[config.mk]
export PLATFORM = sky130hd
export DESIGN_NAME = pport_hs_ctrl
export DESIGN_NICKNAME = d
export VERILOG_FILES = /design/src/rtl/pport_hs_pkg.sv /design/src/rtl/pport_edge_sync.sv /design/src/rtl/pport_cl2_ctrl.sv /design/src/rtl/pport_irq_flags.sv /design/src/rtl/pport_hs_ctrl.sv
export SDC_FILE = /design/constraint.sdc
export NUM_CORES = 1
export LEC_CHECK = 0
export BUFFER_PORTS_ARGS = -buffer_cell sky130_fd_sc_hd__buf_2
export CAP_MARGIN = 20
export CORE_AREA = 4 4 59 71
export DETAILED_ROUTE_END_ITERATION = 10
export DIE_AREA = 0 0 63 75
export PLACE_DENSITY = 0.76
export SETUP_SLACK_MARGIN = 0.15
export SLEW_MARGIN = 20
export SYNTH_ARGS = -nofsm -noshare
export SYNTH_HDL_FRONTEND = slang
export SYNTH_SLANG_ARGS = --single-unit
[constraint.sdc]
create_clock -name clk -period 1.59 [get_ports clk]
set_clock_uncertainty 0.2 [all_clocks]
set_input_delay 0.159 -clock clk [delete_from_list [all_inputs] [get_ports clk]]
set_output_delay 0.159 -clock clk [all_outputs]
set_load 0.005 [all_outputs]
[src/rtl/pport_hs_pkg.sv]
package pport_hs_pkg;

  localparam int unsigned REG_AW = 3;

  localparam logic [REG_AW-1:0] ADDR_DATA = 3'd0;
  localparam logic [REG_AW-1:0] ADDR_DIR  = 3'd1;
  localparam logic [REG_AW-1:0] ADDR_CTRL = 3'd2;
  localparam logic [REG_AW-1:0] ADDR_FLAG = 3'd3;
  localparam logic [REG_AW-1:0] ADDR_IEN  = 3'd4;

  localparam int unsigned NFLAG    = 2;
  localparam int unsigned FLG_CL1  = 0;
  localparam int unsigned FLG_CL2  = 1;
  localparam int unsigned CTRL_W   = 4;

  typedef enum logic [2:0] {
    CL2_IN_FALL  = 3'b000,
    CL2_IN_RISE  = 3'b001,
    CL2_HSHAKE   = 3'b010,
    CL2_PULSE    = 3'b011,
    CL2_FORCE_LO = 3'b100,
    CL2_FORCE_HI = 3'b101,
    CL2_IN_FALL2 = 3'b110,
    CL2_IN_RISE2 = 3'b111
  } cl2_mode_e;

  function automatic logic cl2_is_input(input logic [2:0] m);
    return (m[2:1] == 2'b00) || (m[2:1] == 2'b11);
  endfunction

endpackage

[src/rtl/pport_edge_sync.sv]
module pport_edge_sync #(
  parameter int unsigned STAGES = 2
) (
  input  logic clk,
  input  logic rst_n,
  input  logic pin_i,
  input  logic rise_sel_i,
  output logic edge_o
);
  localparam int unsigned DEPTH = STAGES + 1;

  logic [DEPTH-1:0] shf_q, shf_d;
  logic [DEPTH-1:0] arm_q, arm_d;

  always_comb begin
    shf_d = {shf_q[DEPTH-2:0], pin_i};
    arm_d = {arm_q[DEPTH-2:0], 1'b1};
  end

  always_ff @(posedge clk or negedge rst_n) begin
    if (!rst_n) begin
      shf_q <= '0;
      arm_q <= '0;
    end else begin
      shf_q <= shf_d;
      arm_q <= arm_d;
    end
  end

  logic cur, prv;
  assign cur = shf_q[DEPTH-2];
  assign prv = shf_q[DEPTH-1];

  always_comb begin
    if (!arm_q[DEPTH-1]) edge_o = 1'b0;
    else if (rise_sel_i) edge_o = cur & ~prv;
    else                 edge_o = ~cur & prv;
  end
endmodule

[src/rtl/pport_cl2_ctrl.sv]
module pport_cl2_ctrl
  import pport_hs_pkg::*;
(
  input  logic       clk,
  input  logic       rst_n,
  input  logic [2:0] mode_i,
  input  logic       port_acc_i,
  input  logic       ctrl_wr_i,
  input  logic       cl1_edge_i,
  output logic       cl2_out_o,
  output logic       cl2_oe_o
);
  logic hs_low_q, hs_low_d;
  logic pl_low_q, pl_low_d;
  logic hs_en, pl_en;

  assign hs_en = (mode_i == CL2_HSHAKE);
  assign pl_en = (mode_i == CL2_PULSE);

  always_comb begin
    hs_low_d = hs_low_q;
    pl_low_d = 1'b0;
    if (ctrl_wr_i) begin
      hs_low_d = 1'b0;
    end else begin
      if (hs_en && port_acc_i)      hs_low_d = 1'b1;
      else if (!hs_en)              hs_low_d = 1'b0;
      else if (cl1_edge_i)          hs_low_d = 1'b0;
      pl_low_d = pl_en && port_acc_i;
    end
  end

  always_ff @(posedge clk or negedge rst_n) begin
    if (!rst_n) begin
      hs_low_q <= 1'b0;
      pl_low_q <= 1'b0;
    end else begin
      hs_low_q <= hs_low_d;
      pl_low_q <= pl_low_d;
    end
  end

  always_comb begin
    cl2_oe_o = !cl2_is_input(mode_i);
    unique case (mode_i)
      CL2_HSHAKE:   cl2_out_o = ~hs_low_q;
      CL2_PULSE:    cl2_out_o = ~pl_low_q;
      CL2_FORCE_LO: cl2_out_o = 1'b0;
      default:      cl2_out_o = 1'b1;
    endcase
  end
endmodule

[src/rtl/pport_irq_flags.sv]
module pport_irq_flags #(
  parameter int unsigned N = 2
) (
  input  logic         clk,
  input  logic         rst_n,
  input  logic [N-1:0] set_i,
  input  logic [N-1:0] clr_i,
  input  logic [N-1:0] ien_i,
  output logic [N-1:0] flags_o,
  output logic         irq_any_o
);
  logic [N-1:0] flg_q, flg_d;

  for (genvar i = 0; i < N; i++) begin : g_flag
    always_comb begin
      if (set_i[i])      flg_d[i] = 1'b1;
      else if (clr_i[i]) flg_d[i] = 1'b0;
      else               flg_d[i] = flg_q[i];
    end
  end

  always_ff @(posedge clk or negedge rst_n) begin
    if (!rst_n) flg_q <= '0;
    else        flg_q <= flg_d;
  end

  assign flags_o   = flg_q;
  assign irq_any_o = |(flg_q & ien_i);
endmodule

[src/rtl/pport_hs_ctrl.sv]
module pport_hs_ctrl
  import pport_hs_pkg::*;
#(
  parameter int unsigned DW          = 8,
  parameter int unsigned SYNC_STAGES = 2
) (
  input  logic              clk,
  input  logic              rst_n,
  input  logic              bus_sel,
  input  logic              bus_wr,
  input  logic [REG_AW-1:0] bus_addr,
  input  logic [DW-1:0]     bus_wdata,
  output logic [DW-1:0]     bus_rdata,
  input  logic [DW-1:0]     pa_in,
  output logic [DW-1:0]     pa_out,
  output logic [DW-1:0]     pa_oe,
  input  logic              cl1_in,
  input  logic              cl2_in,
  output logic              cl2_out,
  output logic              cl2_oe,
  output logic              irq_n
);
  // reset: asserted asynchronously, released on a clock edge
  logic [1:0] rst_q;
  logic       rst_i;
  always_ff @(posedge clk or negedge rst_n) begin
    if (!rst_n) rst_q <= 2'b00;
    else        rst_q <= {rst_q[0], 1'b1};
  end
  assign rst_i = rst_q[1];

  // bus decode
  logic wr_en, port_acc, ctrl_wr;
  assign wr_en    = bus_sel & bus_wr;
  assign port_acc = bus_sel & (bus_addr == ADDR_DATA);
  assign ctrl_wr  = wr_en & (bus_addr == ADDR_CTRL);

  // register state
  logic [DW-1:0]     out_q, out_d;
  logic [DW-1:0]     dir_q, dir_d;
  logic [CTRL_W-1:0] ctrl_q, ctrl_d;
  logic [NFLAG-1:0]  ien_q, ien_d;

  always_comb begin
    out_d  = out_q;
    dir_d  = dir_q;
    ctrl_d = ctrl_q;
    ien_d  = ien_q;
    if (wr_en) begin
      unique case (bus_addr)
        ADDR_DATA: out_d  = bus_wdata;
        ADDR_DIR:  dir_d  = bus_wdata;
        ADDR_CTRL: ctrl_d = bus_wdata[CTRL_W-1:0];
        ADDR_IEN:  ien_d  = bus_wdata[NFLAG-1:0];
        default: ;
      endcase
    end
  end

  always_ff @(posedge clk or negedge rst_i) begin
    if (!rst_i) begin
      out_q  <= '0;
      dir_q  <= '0;
      ctrl_q <= '0;
      ien_q  <= '0;
    end else begin
      out_q  <= out_d;
      dir_q  <= dir_d;
      ctrl_q <= ctrl_d;
      ien_q  <= ien_d;
    end
  end

  logic [2:0] cl2_mode;
  logic       cl1_rise_sel;
  assign cl2_mode     = ctrl_q[3:1];
  assign cl1_rise_sel = ctrl_q[0];

  // strobe edge detectors
  logic cl1_edge, cl2_edge;

  pport_edge_sync #(.STAGES(SYNC_STAGES)) u_cl1_sync (
    .clk       (clk),
    .rst_n     (rst_i),
    .pin_i     (cl1_in),
    .rise_sel_i(cl1_rise_sel),
    .edge_o    (cl1_edge)
  );

  pport_edge_sync #(.STAGES(SYNC_STAGES)) u_cl2_sync (
    .clk       (clk),
    .rst_n     (rst_i),
    .pin_i     (cl2_in),
    .rise_sel_i(cl2_mode[0]),
    .edge_o    (cl2_edge)
  );

  // control line output
  pport_cl2_ctrl u_cl2 (
    .clk       (clk),
    .rst_n     (rst_i),
    .mode_i    (cl2_mode),
    .port_acc_i(port_acc),
    .ctrl_wr_i (ctrl_wr),
    .cl1_edge_i(cl1_edge),
    .cl2_out_o (cl2_out),
    .cl2_oe_o  (cl2_oe)
  );

  // flags and interrupt
  logic [NFLAG-1:0] flg_set, flg_clr, flags;
  logic             irq_any;

  always_comb begin
    flg_set          = '0;
    flg_set[FLG_CL1] = cl1_edge;
    flg_set[FLG_CL2] = cl2_edge & cl2_is_input(cl2_mode);
    flg_clr          = {NFLAG{port_acc}};
    if (wr_en && (bus_addr == ADDR_FLAG)) flg_clr = flg_clr | bus_wdata[NFLAG-1:0];
  end

  pport_irq_flags #(.N(NFLAG)) u_flags (
    .clk      (clk),
    .rst_n    (rst_i),
    .set_i    (flg_set),
    .clr_i    (flg_clr),
    .ien_i    (ien_q),
    .flags_o  (flags),
    .irq_any_o(irq_any)
  );

  assign irq_n  = ~irq_any;
  assign pa_out = out_q;
  assign pa_oe  = dir_q;

  // read mux
  always_comb begin
    bus_rdata = '0;
    unique case (bus_addr)
      ADDR_DATA: bus_rdata = (pa_in & ~dir_q) | (out_q & dir_q);
      ADDR_DIR:  bus_rdata = dir_q;
      ADDR_CTRL: bus_rdata[CTRL_W-1:0] = ctrl_q;
      ADDR_FLAG: begin
        bus_rdata[NFLAG-1:0] = flags;
        bus_rdata[DW-1]      = irq_any;
      end
      ADDR_IEN:  bus_rdata[NFLAG-1:0] = ien_q;
      default: ;
    endcase
  end
endmodule

==> results_dict.tcl, run 1 <==
set metrics [dict create \
    clockBufferDepth 2 \
    setup_tns_ns -0.805 \
    synth-main-ff-cell "dfrtp_1" \
    multiInputGateArea_um2 791 \
    grt_usage 0.200 \
    worstSkewPairLatency_ns 0.29 \
    io_pins 52 \
    dp_hpwl_um 3140 \
    drc 0 \
    root_buffer "clkbuf_8" \
    clk_pin_slew_ns 0.07 \
    start_util 0.477 \
    cp_top_family "flip-flops" \
    irDropWorstVdd_mv 0.782 \
    cpPeakStageDelay_ns 0.39 \
    postRouteAntennaNets 0 \
    final_cell_mix "47 x buf_2, 35 x dfrtp_1, 22 x mux2_2, 20 x buf_4, 13 x nand2_1" \
    avgViaCountPerCell 5.48 \
    layout_min_cycle_time_ns 1.84 \
    synth_edf_count 0 \
    cts_buffers 5 \
    synth_top_area_frac 0.543 \
    slew_viol_final 0 \
    arrival_ns 1.48 \
    final.period_utilization 1.16 \
    netlist_instances 141 \
    die_w_um 63 \
    grt_setup_unrepaired "true" \
    cp-start-kind "register" \
    synth_area_um2 1700 \
    synth-seq-area-share 0.543 \
    wl_per_cell_um 16.2 \
    globalplace.congestion 0.790 \
    yosysWarnings 0 \
    drive_gt1_frac 0.558 \
    crit_buf_inv 1 \
    synth.avg_cell_area_um2 12.1 \
    diodes 0 \
    synth_area_leaders "dfrtp_1 54%, mux2_2 15%, mux2i_1 3.5%, nand2_1 2.9%, a21oi_1 2.6%" \
    fmax_mhz 543 \
    die_h_um 75 \
    hold_viol_final 9 \
    drt_iter0_drc 58 \
    async_flop_share 1.00 \
    area_growth_pct 46.5 \
    cp_max_fo 2 \
    synth-seq-cells 37 \
    worstPathRequired_ns 1.23 \
    grt_max_degree 27 \
    io_buffers 51 \
    dpl_cell_area_um2 2120 \
    vias 1491 \
    hold_slack_ns -0.0224 \
    worstSetupEndpointType "output port" \
    hold_class "reg2async" \
    first_pass_iters 4 \
    wl_um 4420 \
    core_area_um2 3570 \
    cts.sinks 37 \
    cts_tree "done" \
    cp_cell_sequence "or3b_4 > a21o_1 > a21oi_2 > buf_2" \
    critical_path_class "reg2out" \
    die_area_um2 4730 \
    rows 24 \
    maxCapViolations 0 \
    synth_cell_type_count 35 \
    n_fill_cell 242 \
    final-setup-viol-count 5 \
    violations "hold timing, setup timing" \
    antenna_found_initial 0 \
    nets 257 \
    final_area_um2 2500 \
    worst_slack_ns -0.250 \
    power.leakage_nw 1.20 \
    synth_largest_area_cell "dfrtp_1" \
    grt_pass1_vias 1513 \
    preCtsSetupSlack_ns -0.0345 \
    final_common_cell "buf_2" \
    register_area_um2 928 \
    cts.htree.levels 2 \
    gr-total-overflow 0 \
    p_per_area_nw_per_um2 1110 \
    grt_pass1_wl_um 7100 \
    status "complete, but fails checks" \
    crit_slowest_cell "dfrtp_1" \
]
[flip-flops by register name, indices dropped and copies added (netlist names)]
register and cells:
pa_oe 8, u_cl2_sync.shf_q 3, u_cl2_sync.arm_q 2, ien_q 2, u_flags.flags_o 2, u_cl1_sync.shf_q 3
u_cl2.hs_low_q 1, u_cl2.pl_low_q 1, ctrl_q 4, u_cl1_sync.arm_q 1, rst_q 2, pa_out 8
[worst paths after layout]
path / start / end / slack (ns) / depth (start not counted)
setup / recovery: pa_oe[2] / bus_rdata[2] / -0.25 / 4
hold / removal: rst_q[1] / u_cl1_sync.arm_q[2] / -0.02 / 0
setup reg to reg: ctrl_q[0] / u_cl2.hs_low_q / 0.22 / 3
hold reg to reg: rst_q[1] / u_cl1_sync.arm_q[2] / -0.02 / 0
max in group asynchronous: rst_n / rst_q[1] / 0.56 / 3
min in group clk: bus_wr / ien_q[1] / 0.10 / 3
[report_power, final]
part           total [mW]  internal, mW  leakage, nW  switching [mW]
sequential           1.27          1.11        0.446           0.159
combinational       0.864         0.527        0.706           0.338
clock               0.646         0.302       0.0439           0.344
[kinds of logic (layout without fill, tap and decap cells)]
logic type / after synthesis / after routing / share of synthesized area
flops: 37 / 37 / 0.543
simple gates: 35 / 35 / 0.123
compound gates: 29 / 29 / 0.117
mux: 28 / 28 / 0.181
buf+inv: 10 / 101 / 0.0294
other cells: 1 / 2 / 0.00220
xor+xnor: 1 / 1 / 0.00514
[repair_timing]
| action | 4_1_cts | 5_1_grt |
|---|---|---|
| gates resized for setup | 17 | 9 |
| pin swaps | 12 | 6 |
| buffers inserted | 8 | 2 |
| hold buffers | 12 | 0 |
| hold endpoints to repair | 35 | 0 |
| setup endpoints to repair | 12 | 14 |
[through the flow]
| stage | hold WS, ns | cells | utilization | total power, mW |
|---|---|---|---|---|
| floorplan | -0.337 | 142 | - | 1.59 |
| global placement | -0.255 | 242 | 0.594 | 1.88 |
| detailed placement | -0.254 | 242 | 0.594 | 1.91 |
| CTS | -0.0117 | 270 | 0.683 | 2.73 |
| global route | 0.0212 | 272 | 0.699 | 2.94 |
| finish | -0.0224 | 272 | 0.699 | 2.78 |
[cell type report]
cell class              count  area share
flip-flops and latches     37       0.372
multi-input cells          95       0.317
repair buffers             89       0.251
clock buffers               5      0.0276
well taps                  39      0.0195
clock inverters             3     0.00702
inverters                   4     0.00602
[cell usage after synthesis, types with 2 or more instances]
cell type / n
o211ai_1: 4
nand4b_1: 2
or3b_2: 3
o311ai_0: 2
nor2_1: 8
a21oi_1: 9
clkbuf_1: 3
mux2i_1: 6
inv_1: 4
nand2_1: 13
dfrtp_1: 37
mux2_2: 22
a21o_1: 2
o21ai_0: 5
[metal layers]
layer | track usage | routed length [um]
met5 | 0 | 0
met3 | 0.0507 | 225
met4 | 0.0882 | 125
met1 | 0.228 | 1680
met2 | 0.359 | 2380
No activity file was read; power rests on OpenSTA's default activity.
==> run 2, diff against run 1 <==
--- a/config.mk
+++ b/config.mk
@@ -7,12 +7,13 @@
 export LEC_CHECK = 0
 export BUFFER_PORTS_ARGS = -buffer_cell sky130_fd_sc_hd__buf_2
 export CAP_MARGIN = 20
-export CORE_AREA = 4 4 59 71
+export CORE_AREA = 4 4 51 87
 export DETAILED_ROUTE_END_ITERATION = 10
-export DIE_AREA = 0 0 63 75
+export DIE_AREA = 0 0 55 91
 export PLACE_DENSITY = 0.76
 export SETUP_SLACK_MARGIN = 0.15
 export SLEW_MARGIN = 20
 export SYNTH_ARGS = -nofsm -noshare
 export SYNTH_HDL_FRONTEND = slang
+export SYNTH_HIERARCHICAL = 1
 export SYNTH_SLANG_ARGS = --single-unit
==> run 2 against run 1 <==
Against the previous run:
- the run still ends with hold timing, setup timing left
- non-clock buffer count rose by 1
- routed wire length increased by 13%
- sequential power is 6% higher
- sequential share of layout area down 0.13 points
- clock power rose by 76%
- sequential cell count increased by 3
- highest routed layer unchanged
- core utilization is 4.2 points higher
==> results_dict.tcl, run 2 <==
set metrics [dict create \
    status "complete, but fails checks" \
    violations "hold timing, setup timing" \
    root_buffer "clkbuf_8" \
    synth_area_um2 1840 \
    maxCapViolations 0 \
    antenna_found_initial 0 \
    yosysMostFrequentCell "dfrtp_1" \
    grt_pass1_vias 1644 \
    synth_top_area_frac 0.543 \
    cp_top_family "compound AO/OA/AOI/OAI gates" \
    wl_per_cell_um 17.2 \
    dp_hpwl_um 3330 \
    layout_min_cycle_time_ns 1.97 \
    synth_edf_count 0 \
    synth-seq-cells 40 \
    cts_buffers 5 \
    core_area_um2 3660 \
    synth.net_count 175 \
    yosysWarnings 6 \
    cp-start-kind "register" \
    synth.avg_cell_area_um2 12.3 \
    worstSetupEndpointType "output port" \
    first_pass_iters 5 \
    final_area_um2 2710 \
    die_area_um2 5010 \
    vias 1564 \
    irDropWorstVdd_mv 1.00 \
    wl_um 4980 \
    nets 268 \
    drive_gt1_frac 0.561 \
    async_flop_share 1.00 \
    netlist_instances 150 \
    crit_slowest_cell "dfrtp_1" \
    cpPeakStageDelay_ns 0.40 \
    cts.htree.levels 2 \
    die_w_um 55 \
    p_per_area_nw_per_um2 1240 \
    worst_slack_ns -0.375 \
    synth-seq-area-share 0.543 \
    p_total_mw 3.37 \
    drt_iter0_drc 35 \
    cts_tree "done" \
    synth_area_leaders "dfrtp_1 54%, mux2_2 14%, nor2_1 1.8%, nor2b_1 1.7%, a21oi_1 1.6%" \
    fin_cells 290 \
    io_buffers 51 \
    power.leakage_nw 1.28 \
    io_pins 52 \
    final.period_utilization 1.24 \
    final_core_util 0.741 \
    hold_slack_ns -0.00448 \
    cp_cell_sequence "a22o_1 > mux2_4 > a222oi_1 > nor2_1 > buf_2" \
    clockBufferDepth 2 \
    critical_path_class "reg2out" \
    fmax_mhz 509 \
    grt_usage 0.216 \
    crit_buf_inv 1 \
    start_util 0.503 \
    globalplace.congestion 0.851 \
    synth-main-ff-cell "dfrtp_1" \
    gr-total-overflow 0 \
    die_h_um 91 \
    final_common_cell "buf_2" \
    drc 0 \
    synth_commonest_cells "40 x dfrtp_1, 23 x mux2_2, 9 x nor2_1, 8 x nand2_1" \
    cp_max_fo 2 \
    rows 29 \
    rr_startpoint "ctrl_q[1]" \
    postRouteAntennaNets 0 \
    synth_cell_type_count 41 \
    arrival_ns 1.61 \
    dp_cells 260 \
    grt_max_degree 15 \
    diodes 0 \
    worstSkewPairLatency_ns 0.29 \
    grt_pass1_wl_um 7800 \
    hold_viol_final 2 \
    avgViaCountPerCell 5.39 \
    slew_viol_final 0 \
    hold_class "reg2async" \
    grt_setup_unrepaired "true" \
    area_growth_pct 47.2 \
    final-setup-viol-count 4 \
    setup_tns_ns -0.710 \
    crit_start "u_flags/flags_o[0]" \
    cts.sinks 40 \
    dpl_cell_area_um2 2270 \
    final_cell_mix "49 x buf_2, 36 x dfrtp_1, 25 x buf_4, 22 x mux2_2, 12 x dlygate4sd3_1" \
    synth_largest_area_cell "dfrtp_1" \
    worstPathRequired_ns 1.23 \
    clk_pin_slew_ns 0.08 \
]
## run 2: cell types whose count changed after synthesis, moves of 3 or more
| cell | change |
|---|---|
| a21oi_1 | -3 |
| a31oi_1 | +3 |
| dfrtp_1 | +3 |
| mux2i_1 | -5 |
| nand2_1 | -5 |
| nor2b_1 | +5 |
## run 2: area by class of cell
class,count,area [um^2]
Clock buffer,5,68.8
Clock inverter,3,90.1
Fill cell,226,951
Inverter,6,22.5
Multi-Input combinational cell,100,871
Sequential cell,40,1010
Tap cell,46,57.6
Timing Repair Buffer,90,598
## run 2: report_power, final
group          total, mW  switching (mW)  internal, mW
Combinational      0.877           0.348         0.529
Clock               1.14           0.351         0.785
Sequential          1.35           0.167          1.19
Total               3.37           0.865          2.50
## run 2: worst paths after layout
| path | endpoint | slack, ns | cells after the start |
|---|---|---|---|
| min reg2reg | ctrl_q[2] | -0.004 | 0 |
| max in group asynchronous | rst_q[0] | 0.57 | 3 |
| max | bus_rdata[7] | -0.38 | 5 |
| min in group clk | ien_q[0] | 0.13 | 3 |
| min | ctrl_q[2] | -0.004 | 0 |
| max reg2reg | u_flags/flags_o[1] | 0.27 | 5 |
## run 2: kinds of logic (layout without fill, tap and decap cells)
logic type / Yosys count / count (layout) / synth area share
XOR/XNOR: 2 / 2 / 0.00950
other: 3 / 3 / 0.00611
AO/OA/AOI/OAI: 25 / 25 / 0.0929
buffers and inverters: 10 / 104 / 0.0217
multiplexers: 25 / 25 / 0.154
AND/OR/NAND/NOR: 45 / 45 / 0.173
flip-flops: 40 / 40 / 0.543
## run 2: metrics by stage
step | worst slack (ns) | hold WS [ns]
2_1_floorplan | 0.0929 | -0.337
3_3_place_gp | -0.0518 | -0.255
3_5_place_dp | -0.0530 | -0.254
4_1_cts | -0.375 | 0.00867
5_1_grt | -0.459 | 0.0299
6_report | -0.375 | -0.00448
## run 2: timing repair
item	CTS	global route
endpoints found under the setup margin	11	11
setup buffers	6	4
pin swaps	12	9
hold endpoints to repair	25	0
gates resized for setup	10	17
cloned	0	0
hold buffers	12	0
## run 2: layer usage
metal / wire (um) / vias up / GRT usage
met5: 0 / - / 0
met4: 191 / 0 / 0.126
met3: 265 / 15 / 0.0443
met1: 1800 / 768 / 0.252
li1: - / 715 / -
met2: 2720 / 66 / 0.348
==> run 3, diff against run 2 <==
--- a/config.mk
+++ b/config.mk
@@ -7,10 +7,11 @@
 export LEC_CHECK = 0
 export BUFFER_PORTS_ARGS = -buffer_cell sky130_fd_sc_hd__buf_2
 export CAP_MARGIN = 20
-export CORE_AREA = 4 4 51 87
+export CORE_AREA = 2 2 49 85
 export DETAILED_ROUTE_END_ITERATION = 10
-export DIE_AREA = 0 0 55 91
+export DIE_AREA = 0 0 51 87
 export PLACE_DENSITY = 0.76
+export RECOVER_POWER = 100
 export SETUP_SLACK_MARGIN = 0.15
 export SLEW_MARGIN = 20
 export SYNTH_ARGS = -nofsm -noshare
==> run 3 against run 2 <==
Against the previous run:
- the run ends with setup timing left
- sequential cell count did not move
- global-route usage rose by 0.52 points
- die area fell by 11%
- final cell count rose by 0.69%
- sequential power barely moved
- maximum frequency fell by 1.6%
- routed wire length fell by 5.7%
==> results_dict.tcl, run 3 (same netlist as run 2, synthesis figures left out) <==
set metrics [dict create \
    critical_path_class "reg2out" \
    diodes 0 \
    final_common_cell "buf_2" \
    drive_gt1_frac 0.455 \
    final_cell_mix "42 x buf_2, 38 x dfrtp_1, 22 x mux2_2, 16 x buf_4, 13 x dlygate4sd3_1" \
    violations "setup timing" \
    globalplace.congestion 0.848 \
    cts.sinks 40 \
    multiInputGateArea_um2 811 \
    reg2reg_depth 4 \
    die_w_um 51 \
    io_buffers 51 \
    grt_pass1_wl_um 7200 \
    hold_class "in2reg" \
    cp_max_fo 2 \
    vias 1551 \
    root_buffer "clkbuf_8" \
    hold_viol_final 0 \
    cts_buffers 5 \
    clockBufferDepth 2 \
    power.leakage_nw 1.21 \
    n_fill_cell 298 \
    worstSetupEndpointType "output port" \
    final.period_utilization 1.26 \
    antenna_found_initial 0 \
    core_area_um2 3790 \
    final_area_um2 2550 \
    dp_cells 263 \
    gr-total-overflow 0 \
    irDropWorstVdd_mv 0.901 \
    dp_hpwl_um 3180 \
    grt_usage 0.221 \
    whs_endpoint "ien_q[0]" \
    drt_iter0_drc 35 \
    clk_pin_slew_ns 0.07 \
    grt_max_degree 31 \
    worstSkewPairLatency_ns 0.29 \
    rrSetupSlack_ns 0.21 \
    grt_pass1_vias 1563 \
    area_growth_pct 38.3 \
    final_core_util 0.673 \
    tightest_slew_ns 0.732 \
    status "complete, but fails checks" \
    register_area_um2 1000 \
    rows 30 \
    r2r-end "u_flags/flags_o[1]" \
    grt_setup_unrepaired "true" \
    drc 0 \
    cts.htree.levels 2 \
    cp-start-kind "register" \
    cts_tree "done" \
    rr_startpoint "ctrl_q[3]" \
    worstPathRequired_ns 1.23 \
    slew_viol_final 0 \
    dpl_cell_area_um2 2310 \
    postRouteAntennaNets 0 \
    first_pass_iters 4 \
    die_h_um 87 \
    final-setup-viol-count 7 \
    fin_cells 292 \
    start_util 0.486 \
    io_pins 52 \
    worst_slack_ns -0.408 \
    setup_tns_ns -0.804 \
    fmax_mhz 501 \
    die_area_um2 4440 \
    hp-start "bus_sel" \
    preCtsSetupSlack_ns -0.0891 \
    timing.max_slew.rel_slack 0.512 \
    p_per_area_nw_per_um2 1090 \
    holdPathStages 3 \
    maxCapViolations 0 \
    nets 268 \
    avgViaCountPerCell 5.31 \
    wl_per_cell_um 16.1 \
    wl_um 4690 \
    layout_min_cycle_time_ns 2.00 \
    arrival_ns 1.64 \
]
run 3: cell count changes in the layout (fill, tap and decap cells not counted), moves of 4 or more:
cell      before  now
buf_2         49   42
clkbuf_2       0    4
clkbuf_1       0   11
buf_4         25   16
run 3: stage by stage:
step / hold slack (ns) / total power [mW]
after floorplan: -0.337 / 1.67
after global placement: -0.255 / 2.01
after detailed placement: -0.251 / 2.04
after CTS: 0.0589 / 2.79
after global routing: 0.124 / 2.93
final: 0.108 / 2.79
run 3: worst max-delay path by stage:
stage / depth (start not counted) / end / slack [ns] / startpoint
2_1_floorplan: 4 / bus_rdata[7] / 0.09 / ien_q[0]
3_3_place_gp: 5 / bus_rdata[7] / -0.05 / ien_q[0]
3_5_place_dp: 5 / bus_rdata[7] / -0.09 / ien_q[0]
4_1_cts: 5 / bus_rdata[7] / -0.40 / ien_q[0]
5_1_grt: 5 / bus_rdata[7] / -0.54 / ien_q[0]
6_report: 5 / bus_rdata[7] / -0.41 / ien_q[0]
run 3: what timing repair did:
item | in CTS | in global routing
setup buffers | 5 | 3
hold buffers | 13 | 0
pin swaps | 10 | 11
resized for setup | 7 | 4
endpoints found under the setup margin | 10 | 11
hold endpoints to repair | 34 | 0
run 3: cell type report:
| class | instances | share of cell area |
|---|---|---|
| clock buffer | 8 | 0.0353 |
| inverter | 6 | 0.00883 |
| multi-input combinational | 100 | 0.318 |
| sequential | 40 | 0.393 |
| tap | 48 | 0.0235 |
| timing repair buffer | 90 | 0.221 |
run 3: power breakdown:
part | leakage, nW | total [mW] | switching (mW) | internal [mW]
Combinational | 0.687 | 0.783 | 0.317 | 0.467
Sequential | 0.481 | 1.34 | 0.155 | 1.18
Clock | 0.0455 | 0.667 | 0.314 | 0.353
Total | 1.21 | 2.79 | 0.785 | 2.00
run 3: metal layers:
metal | part of all wire | global-route usage
met5 | 0 | 0
met1 | 0.37 | 0.239
met2 | 0.57 | 0.405
met4 | 0.026 | 0.106
met3 | 0.036 | 0.0361
run 3: worst max-delay path, cell delays in order (launching register included):
cell	delay (ns)
dfrtp_1	0.39
a22o_1	0.26
mux2_4	0.26
a222oi_1	0.23
nor2_1	0.08
buf_2	0.14
